**config.mk**
```make
export PLATFORM = sky130hd
export DESIGN_NAME = ramp_track_adc_ctrl
export DESIGN_NICKNAME = d
export VERILOG_FILES = /design/src/rtl/adc_ctrl_pkg.sv /design/src/rtl/adc_step_counter.sv /design/src/rtl/adc_ramp_seq.sv /design/src/rtl/adc_track_dir.sv /design/src/rtl/ramp_track_adc_ctrl.sv
export SDC_FILE = /design/constraint.sdc
export NUM_CORES = 1
export LEC_CHECK = 0
export ABC_AREA = 1
export BUFFER_PORTS_ARGS = -buffer_cell sky130_fd_sc_hd__buf_2
export CORE_ASPECT_RATIO = 0.8
export CORE_MARGIN = 2
export CORE_UTILIZATION = 40
export DETAILED_ROUTE_END_ITERATION = 6
export GPL_TIMING_DRIVEN = 0
export PLACE_DENSITY = 0.66
export SETUP_SLACK_MARGIN = 0.4
export SYNTH_ARGS = -nofsm -noshare
export SYNTH_HDL_FRONTEND = slang
export SYNTH_SLANG_ARGS = --single-unit
```
**constraint.sdc**
```tcl
create_clock -name clk_i -period 1.86 [get_ports clk_i]
set_input_delay 0.186 -clock clk_i [delete_from_list [all_inputs] [get_ports clk_i]]
set_output_delay 0.186 -clock clk_i [all_outputs]
set_load 0.02 [all_outputs]
```
**src/rtl/adc_ctrl_pkg.sv**
```systemverilog
package adc_ctrl_pkg;
  typedef enum logic [1:0] {
    CNT_KEEP  = 2'd0,
    CNT_CLEAR = 2'd1,
    CNT_UP    = 2'd2,
    CNT_DOWN  = 2'd3
  } cnt_op_e;

  typedef enum logic {
    SEQ_IDLE = 1'b0,
    SEQ_CONV = 1'b1
  } seq_state_e;
endpackage

```
**src/rtl/adc_step_counter.sv**
```systemverilog
module adc_step_counter
  import adc_ctrl_pkg::*;
#(
  parameter int WIDTH = 8
) (
  input  logic             clk_i,
  input  logic             rst_ni,
  input  cnt_op_e          op_i,
  output logic [WIDTH-1:0] code_o,
  output logic             at_max_o,
  output logic             at_min_o
);
  localparam logic [WIDTH-1:0] CODE_MAX = {WIDTH{1'b1}};

  logic [WIDTH-1:0] code_q, code_d;

  assign at_max_o = (code_q == CODE_MAX);
  assign at_min_o = (code_q == '0);

  // saturating: full scale and zero are sticky in their own direction
  always_comb begin
    code_d = code_q;
    unique case (op_i)
      CNT_CLEAR: code_d = '0;
      CNT_UP:    if (!at_max_o) code_d = code_q + 1'b1;
      CNT_DOWN:  if (!at_min_o) code_d = code_q - 1'b1;
      default:   code_d = code_q;
    endcase
  end

  always_ff @(posedge clk_i or negedge rst_ni) begin
    if (!rst_ni) code_q <= '0;
    else         code_q <= code_d;
  end

  assign code_o = code_q;
endmodule

```
**src/rtl/adc_ramp_seq.sv**
```systemverilog
module adc_ramp_seq
  import adc_ctrl_pkg::*;
#(
  parameter int WIDTH = 8
) (
  input  logic             clk_i,
  input  logic             rst_ni,
  input  logic             enable_i,
  input  logic             start_i,
  input  logic             cmp_i,
  input  logic             at_max_i,
  input  logic [WIDTH-1:0] code_i,
  output cnt_op_e          op_o,
  output logic             busy_o,
  output logic             eoc_o,
  output logic [WIDTH-1:0] result_o
);
  seq_state_e       state_q, state_d;
  logic             eoc_q, eoc_d;
  logic [WIDTH-1:0] result_q, result_d;

  always_comb begin
    state_d  = state_q;
    eoc_d    = 1'b0;
    result_d = result_q;
    op_o     = CNT_KEEP;
    unique case (state_q)
      SEQ_IDLE: begin
        if (enable_i && start_i) begin
          state_d = SEQ_CONV;
          op_o    = CNT_CLEAR;
        end
      end
      SEQ_CONV: begin
        if (!enable_i) begin
          state_d = SEQ_IDLE;            // aborted, no done pulse
        end else if (cmp_i && !at_max_i) begin
          op_o = CNT_UP;
        end else begin
          state_d  = SEQ_IDLE;
          eoc_d    = 1'b1;
          result_d = code_i;
        end
      end
      default: state_d = SEQ_IDLE;
    endcase
  end

  always_ff @(posedge clk_i or negedge rst_ni) begin
    if (!rst_ni) begin
      state_q  <= SEQ_IDLE;
      eoc_q    <= 1'b0;
      result_q <= '0;
    end else begin
      state_q  <= state_d;
      eoc_q    <= eoc_d;
      result_q <= result_d;
    end
  end

  assign busy_o   = (state_q == SEQ_CONV);
  assign eoc_o    = eoc_q;
  assign result_o = result_q;
endmodule

```
**src/rtl/adc_track_dir.sv**
```systemverilog
module adc_track_dir
  import adc_ctrl_pkg::*;
(
  input  logic    hold_i,
  input  logic    cmp_i,
  input  logic    no_up_i,
  input  logic    no_down_i,
  output cnt_op_e op_o
);
  always_comb begin
    op_o = CNT_KEEP;
    if (!hold_i) begin
      if (cmp_i && !no_up_i)        op_o = CNT_UP;
      else if (!cmp_i && !no_down_i) op_o = CNT_DOWN;
    end
  end
endmodule

```
**src/rtl/ramp_track_adc_ctrl.sv**
```systemverilog
module ramp_track_adc_ctrl
  import adc_ctrl_pkg::*;
#(
  parameter int WIDTH = 8
) (
  input  logic             clk_i,
  input  logic             rst_ni,
  input  logic             mode_i,
  input  logic             start_i,
  input  logic             cmp_i,
  input  logic             hold_i,
  input  logic             no_up_i,
  input  logic             no_down_i,
  output logic [WIDTH-1:0] dac_code_o,
  output logic [WIDTH-1:0] result_o,
  output logic             busy_o,
  output logic             eoc_o
);
  cnt_op_e          ramp_op, track_op, cnt_op;
  logic [WIDTH-1:0] code, ramp_result;
  logic             at_max, at_min;

  adc_step_counter #(.WIDTH(WIDTH)) u_cnt (
    .clk_i    (clk_i),
    .rst_ni   (rst_ni),
    .op_i     (cnt_op),
    .code_o   (code),
    .at_max_o (at_max),
    .at_min_o (at_min)
  );

  adc_ramp_seq #(.WIDTH(WIDTH)) u_seq (
    .clk_i    (clk_i),
    .rst_ni   (rst_ni),
    .enable_i (!mode_i),
    .start_i  (start_i),
    .cmp_i    (cmp_i),
    .at_max_i (at_max),
    .code_i   (code),
    .op_o     (ramp_op),
    .busy_o   (busy_o),
    .eoc_o    (eoc_o),
    .result_o (ramp_result)
  );

  adc_track_dir u_dir (
    .hold_i    (hold_i),
    .cmp_i     (cmp_i),
    .no_up_i   (no_up_i),
    .no_down_i (no_down_i),
    .op_o      (track_op)
  );

  assign cnt_op     = mode_i ? track_op : ramp_op;
  assign dac_code_o = code;
  assign result_o   = mode_i ? code : ramp_result;
endmodule

```
# Word level (Yosys, flattened, before mapping)
# Index checks and enable logic that the tools add are counted.
# totals
register_bits	18
wordCells	46
# op_classes
add_sub_neg	2
eq_ne	6
n_mux	18
bitwise	3
reduce_logical	13
# ops
operator	count
$mux 8	3
$pmux 8 s3	1
$mux 2	5
$add 8x1->8 const B	1
$eq 8x8->1 const B	1
$logic_not 8->1	1
$sub 8x1->8 const B	1
$mux 1	7
$reduce_and 3->1	2
$logic_not 1->1	5
$eq 2x2->1 const B	2
$logic_and 1x1->1	4
$ne 2x2->1 const B	2
$pmux 2 s2	1
$not 1->1	3
$reduce_bool 3->1	1
$eq 2x1->1 const B	1
$pmux 1 s2	1

# Depth between registers and ports, before layout
# Gate-level depths: netlist (run 1).
# logic_depth
depth_word	9
depth_mapped	16
depth_no_buf	16

# Hierarchy
# From an unflattened synthesis (run 1), not the netlist that was laid out.
# hier_totals
cells_unflattened	202
area_unflattened_um2	1333.8
# by_module_without_submodules
mod	instances	cells_each	area_each_um2	seq_area_each_um2
adc_step_counter	1	117	759.5	200.2
adc_ramp_seq	1	45	412.9	250.2
ramp_track_adc_ctrl	1	33	135.1	0.0
adc_track_dir	1	7	26.3	0.0

# Worst setup path after synthesis (run 1)
# OpenSTA, ideal clock, no wires.
# synth_timing
path_type	register to register
start	register u_cnt.code_q[1] (netlist: u_cnt.code_o[1])
end	register u_cnt.code_q[6] (netlist: u_cnt.code_o[6])
setup_time_ns	0.117
arrival_time_ns	1.389
t_required_ns	1.743
path_slack_ns	0.354
path_stages_with_launch	15
path_buffers	0
cell_sequence	dfrtp_1 inv_1 nand2_1 nand2_1 inv_1 ha_1 inv_1 nand2_1 nand3_2 nand2_2 nand2_1 nand2_1 nand2_1 nand3_1 nand2_1
# synth_between
elab_chain_cells	9
word_cells_on_any_way	19
# synth_lines
element	line	text
start, declared	adc_step_counter.sv:15	logic [WIDTH-1:0] code_q, code_d;
start signal, assigned	adc_step_counter.sv:33	else code_q <= code_d;
$eq 8x8->1	adc_step_counter.sv:17	assign at_max_o = (code_q == CODE_MAX);
$logic_not 1->1	adc_ramp_seq.sv:37	end else if (cmp_i && !at_max_i) begin
$logic_and 1x1->1	adc_ramp_seq.sv:37	
$mux 2	adc_ramp_seq.sv:37	
$pmux 2 s2	adc_ramp_seq.sv:27	unique case (state_q)
$mux 2	ramp_track_adc_ctrl.sv:54	assign cnt_op = mode_i ? track_op : ramp_op;
$eq 2x2->1 / $eq 2x1->1 (equally long branches)	adc_step_counter.sv:23	unique case (op_i)
$ne 2x2->1 (no line) / $reduce_bool 3->1 (equally long branches)	-	
$reduce_and 3->1 (no line)	-	
# Several ways; a longest one is shown, not always the timed one. The select of a mux whose other input is x is not followed.
# A chain may end at the register's enable or synchronous reset.

# Worst setup path in the final report (run 1)
# layout_timing
start	register u_cnt.code_q[2] (netlist: u_cnt.code_o[2])
end	register u_cnt.code_q[5] (netlist: u_cnt.code_o[5])
# The elaborated chain is that of the path after synthesis.

==> impl_results.md, run 1 <==
* Status: finished, final reports clean
* CP Data Required Time at 2010 ps
* CTS Buf Count at 3
* Initial drt markers at 68
* WL met3 at 145 microns
* Min Tclk post-route at 1470 ps
* Met1 wire length at 1520 microns
* Ordered cell list for the critical path: nand2_1 -> nor2_2 -> nand2_2 -> nand3_2 -> nand2_4 -> o211ai_4 -> inv_2 -> nand3_1 -> o21ai_1
* Congestion Overflow GR at 0
* Main area contributors after synthesis: dfrtp_1 37%, nand2_1 16%, o21ai_0 6.6%, inv_1 5.8%, nand3_1 5.7%
* Crit path capture type: register
* Post-Layout Inst Area at 0.00162 sq mm
* Largest net degree at the start of global routing at 19
* Top Family by Delay on Critical Path: simple AND/OR/NAND/NOR gates
* Clk sinks at 18
* Met2 WL at 1530 microns
* DR vias at 1237
* Most common cell in the netlist: nand2_1
* Synth cell count leaders: 51 x nand2_1, 19 x inv_1, 18 x dfrtp_1, 16 x o21ai_0, 14 x nand3_1
* Layout net count at 221
* Max-capacitance violation count at 0
* Post-DP Area at 0.00141 sq mm
* DR pass1 iterations at 4
* Clock Path Buffers at 2
* Die height at 53.4 microns
* Crit path launch type: register
* Syn Inst Count at 166
* First-pass GRT wire length at 5140 microns
* Period utilization at 78.9%
* Sequential fraction of the synthesis area at 36.9%
* Yosys warnings at 0
* VDD IR max at 0.598 mV
* Worst-Skew Late Latency at 260 ps
* Max_slew headroom at 72.5%
* CTS tree: built
* FMAX at 682 MHz
* Detail-routed net length per standard cell at 13.0 microns
* Initial antenna violation count at 0
* Core ar. at 0.00283 sq mm
* Slowest Stage Delay on Critical Path at 420 ps
* Critical path class: reg -> reg
* Critical Path AT at 1610 ps
* Antenna-violating nets left at 0
* Ys async rst share at 100%
* Vias in the first global route at 1069
* Slew Limit Fails at 0
* GRT Total Usage at 20.0%
* I/O pin total at 26
* Detail Placement HPWL at 2180 microns
* Tightest Pin Transition at 412 ps
* GP Congestion at 0.867
* Die Wd at 65.7 microns
* Synth top area share at 36.9%
* P&R area growth vs syn at 32.7%
* DRC at 0
* Via/cell ratio at 5.01
* Die ar. at 0.00351 sq mm
* Critical Path Slowest Stage Cell: dfrtp_2
* Ys flop type: dfrtp_1
* Static Leakage at 0.856 nW
* Pwr/cell area at 824 mW/mm^2
* WP buf/inv at 1
* # rows at 17
* Post-Syn Nets at 177
* Final setup fails at 0
* Post-synth top area cell: dfrtp_1
* Post-synth EDFFs at 0
* Synthesized area at 0.00122 sq mm
* Worst min-delay path class: in -> reg
* Drt total wl at 3210 microns
* Clock slew at reported path FFs at 70 ps
* Antenna cells at 0
* Layout cell share with drive strength beyond 1 at 41.1%
* Cell variety after synth at 24
* PortBufs at 25
* Initial Util at 43.1%
* Avg Cell Area, Syn at 7.35 sq um
* CP Max Fanout at 6
* CTS root buffer: clkbuf_8
* Layout Skew at 0.617 ps
* CTS H-tree depth at 1
* Yosys reg bits at 18
* DR top layer: met4
* Setup_tns at 0 ps
* Final hold violations at 0
* Unrepaired setup endpoints after global routing: yes
sequential cells by signal (all words and copies together), names as in the netlist:
name / cells
u_seq.busy_o: 1
u_seq.result_o: 8
u_cnt.code_o: 8
u_seq.eoc_o: 1
routing by layer:
metal,vias up,global-route usage (%)
met5,-,0
li1,621,-
met3,3,6.60
met1,590,27.0
met4,0,4.51
met2,23,30.8
placed cells by master (no fill, tap or decap), drive strengths merged:
master / instances
nand3: 18
ha: 3
o21bai: 1
clkbuf: 5
nand2: 62
nor2: 9
nand4: 2
o21ai: 22
xor2: 3
dlygate4sd3: 1
nand3b: 1
inv: 22
o211ai: 1
a21boi: 1
buf: 39
dfrtp: 18
xnor2: 1
timing repair:
action	CTS	global route
setup endpoints to repair	8	19
endpoints found under the hold margin	18	0
pin swaps	4	11
buffers inserted	6	7
gates cloned	0	0
hold buffers	1	0
resized for setup	9	19
worst paths after layout:
path	from	to	slack, ps	cells past startpoint
hold / removal	start_i	u_seq.busy_o$_DFF_PN0_	250	3
min in group asynchronous	rst_ni	u_seq.eoc_o$_DFF_PN0_	400	2
hold reg to reg	u_seq.result_o[6]$_DFFE_PN0P_	u_seq.result_o[6]$_DFFE_PN0P_	490	2
setup reg to reg	u_cnt.code_o[2]$_DFFE_PN0P_	u_cnt.code_o[5]$_DFFE_PN0P_	390	9
setup / recovery	u_cnt.code_o[2]$_DFFE_PN0P_	u_cnt.code_o[5]$_DFFE_PN0P_	390	9
max in group asynchronous	rst_ni	u_cnt.code_o[3]$_DFFE_PN0P_	1150	2
where the power goes:
group | internal, mW | switching (mW) | leakage, nW
sequential | 0.459 | 0.0600 | 0.236
combinational | 0.212 | 0.313 | 0.598
clock | 0.153 | 0.137 | 0.0228
total | 0.824 | 0.510 | 0.856
cells by family after synthesis:
logic type | share of synthesized area, %
adder cells (fa/ha/maj) | 3.08
flip-flops | 36.9
AO/OA/AOI/OAI | 11.6
buffers and inverters | 8.00
XOR/XNOR | 2.87
AND/OR/NAND/NOR | 37.5
per-stage QoR:
stage	worst slack, ps	cells	util [%]	power [mW]	hold WS [ps]
2_1_floorplan	403	166	-	0.805	-110
3_5_place_dp	147	229	49.7	0.939	143
5_1_grt	273	247	57.2	1.44	265
3_3_place_gp	156	229	49.7	0.930	140
6_report	393	247	57.2	1.33	253
4_1_cts	402	240	54.1	1.28	236
worst reg2reg max path, cell delays in order, from the launching register on:
cell and delay [ps]:
dfrtp_2 420, nand2_1 90, nor2_2 150, nand2_2 120, nand3_2 110, nand2_4 70, o211ai_4 110, inv_2 110
nand3_1 110, o21ai_1 70
area by class of cell:
class	count	area [sq um]
timing repair buffer	39	233
buffer	2	15.0
tap	38	47.5
sequential	18	455
clock buffer	4	45.0
inverter	22	85.1
fill	268	1210
multi-input combinational	124	738
Note: power is estimated with default switching activity, not from simulation.
==> inputs of run 2 (changes only) <==
Settings changed: PLACE_DENSITY 0.66 to 0.68.
Clock period 1.86 ns to 1.3 ns, I/O delays scaled along.
==> impl_results.md, run 2 (same netlist as run 1, synthesis figures left out) <==
* Crit path launch type: register
* Tightest Pin Transition at 424 ps (+11.4 ps)
* Initial antenna violation count at 0 (unchanged)
* VDD IR max at 0.739 mV (+24%)
* Slew Limit Fails at 0 (unchanged)
* Clock slew at reported path FFs at 70 ps (about the same)
* Period utilization at 112% (+33 points)
* Max_slew headroom at 71.8% (-0.76 points)
* CTS root buffer: clkbuf_8
* P&R area growth vs syn at 45.3%
* Final setup fails at 16 (+16)
* Critical path class: reg -> reg
* CP Max Fanout at 5 (-1)
* Worst-Skew Late Latency at 270 ps (about the same)
* Vias in the first global route at 1201 (+12%)
* Detail-routed net length per standard cell at 13.2 microns (+1.9%)
* Initial drt markers at 47 (-31%)
* Status: finished, violations left
* Initial Util at 43.1% (unchanged)
* Pwr/cell area at 1180 mW/mm^2 (+43%)
* Most frequent cells in the layout: 48 x nand2_1, 18 x buf_6, 12 x nand3_1, 12 x buf_4
* Via/cell ratio at 5.13 (+2.5%)
* DRC at 0 (unchanged)
* CP Data Required Time at 1450 ps (-560 ps)
* Layout net count at 220 (-0.45%)
* Most common cell on crit path: inv_2
* Final hold violations at 0 (unchanged)
* DR pass1 iterations at 4 (unchanged)
* Critical Path Slowest Stage Cell: dfrtp_2
* Worst Hold Slack at 167 ps (-86.2 ps)
* Fillers at 259 (-3.4%)
* CTS tree: built
* GRT Total Usage at 20.6% (+0.65 points)
* Max-capacitance violation count at 0 (unchanged)
* Detail Placement HPWL at 2230 microns (+2.3%)
* Worst min-delay path class: in -> reg
* CTS H-tree depth at 1 (unchanged)
* FMAX at 687 MHz (+0.76%)
* Setup ws final at -156 ps (-549 ps)
* Core ar. at 0.00283 sq mm (unchanged)
* Layout Skew at 6.46 ps (+5.84 ps)
* Clk sinks at 18 (unchanged)
* Unrepaired setup endpoints after global routing: yes
* Clock Path Buffers at 2 (unchanged)
* Min Tclk post-route at 1460 ps (-11.0 ps)
* CTS Buf Count at 3 (unchanged)
* Antenna cells at 0 (unchanged)
* Die height at 53.4 microns (unchanged)
* First-pass GRT wire length at 5420 microns (+5.4%)
* Commonest non-fill, non-tap cell in the layout: nand2_1
* Antenna-violating nets left at 0 (unchanged)
* Layout cell share with drive strength beyond 1 at 46.6% (+5.5 points)
* Static Leakage at 0.897 nW (+4.7%)
* Ordered cell list for the critical path: inv_2 -> nand4_1 -> nor2_2 -> nand3_2 -> o211ai_4 -> inv_2 -> nand3_1 -> o21ai_1
* I/O pin total at 26 (unchanged)
* Violated checks: setup timing
* Crit path capture type: register
* GP Congestion at 0.815 (-6.0%)
* Die Wd at 65.7 microns (unchanged)
* # rows at 17 (unchanged)
* Drt total wl at 3260 microns (+1.5%)
* Largest net degree at the start of global routing at 19 (unchanged)
* Congestion Overflow GR at 0 (unchanged)
* DR vias at 1263 (+2.1%)
* Setup_tns at -1250 ps (-1250 ps)
* Critical Path AT at 1610 ps (about the same)
* Die ar. at 0.00351 sq mm (unchanged)
* Slowest Stage Delay on Critical Path at 460 ps (+40 ps)
* PortBufs at 25 (unchanged)
run 2: cell types whose count changed in the layout (fill, tap and decap cells not counted), moves of 2 or more:
cell	before	now
buf_2	25	8
buf_6	1	18
o21ai_0	11	4
o21ai_2	1	7
dfrtp_1	14	11
dfrtp_2	4	7
inv_1	14	11
clkbuf_1	2	0
nand2_1	46	48
nand2_2	13	11
nand3_1	10	12
nand3_2	8	6
o21ai_4	0	2
run 2: what timing repair did:
| action | CTS | global route |
|---|---|---|
| setup endpoints to repair | 36 | 36 |
| hold buffers | 1 | 0 |
| pin swaps | 6 | 4 |
| buffers inserted | 9 | 3 |
| hold endpoints to repair | 18 | 0 |
| resized for setup | 45 | 12 |
run 2: worst max-delay path, delay by kind of cell (launching register included):
family	cells	cell delay [ps]
AO/OA/AOI/OAI	2	220
buffers and inverters	2	230
AND/OR/NAND/NOR	4	450
flip-flops	1	460
run 2: final timing paths:
path                                               start                             to  slack (ps)  cells after the start
setup / recovery             u_cnt.code_o[3]$_DFFE_PN0P_    u_cnt.code_o[5]$_DFFE_PN0P_        -160                      8
min in group asynchronous                         rst_ni  u_seq.result_o[4]$_DFFE_PN0P_         330                      2
hold / removal                                     cmp_i         u_seq.busy_o$_DFF_PN0_         170                      3
max in group asynchronous                         rst_ni    u_cnt.code_o[3]$_DFFE_PN0P_         640                      2
setup reg to reg             u_cnt.code_o[3]$_DFFE_PN0P_    u_cnt.code_o[5]$_DFFE_PN0P_        -160                      8
hold reg to reg            u_seq.result_o[7]$_DFFE_PN0P_  u_seq.result_o[7]$_DFFE_PN0P_         500                      2
run 2: per-stage QoR:
stage          setup slack (ps)  instance area [sq um]  total power, mW  utilization (%)  std cells
3_3_place_gp               -366                   1480             1.38             52.1        229
3_5_place_dp               -408                   1480             1.40             52.1        229
5_1_grt                    -290                   1770             2.23             62.7        246
2_1_floorplan             -94.3                   1300             1.20                -        166
6_report                   -156                   1770             2.09             62.7        246
4_1_cts                    -131                   1730             2.06             61.0        243
run 2: power breakdown:
group,internal (mW),switching (mW),leakage [nW]
sequential,0.658,0.100,0.231
combinational,0.378,0.476,0.637
clock,0.270,0.210,0.0288
total,1.31,0.786,0.897
run 2: cell type report:
cell class	count	area, sq um	share of cell area (%)
plain buffers	2	18.8	1.06
repair buffers	38	332	18.7
flip-flops and latches	18	459	25.9
inverters	22	92.6	5.22
multi-input cells	124	768	43.3
clock buffers	4	55.1	3.11
well taps	38	47.5	2.68
run 2: per-layer routing:
| metal | vias up | GRT usage [%] | routed length [microns] |
|---|---|---|---|
| met4 | 0 | 7.99 | 41 |
| met5 | - | 0 | 0 |
| met2 | 43 | 33.7 | 1590 |
| li1 | 617 | - | - |
| met3 | 7 | 5.11 | 177 |
| met1 | 596 | 26.3 | 1450 |
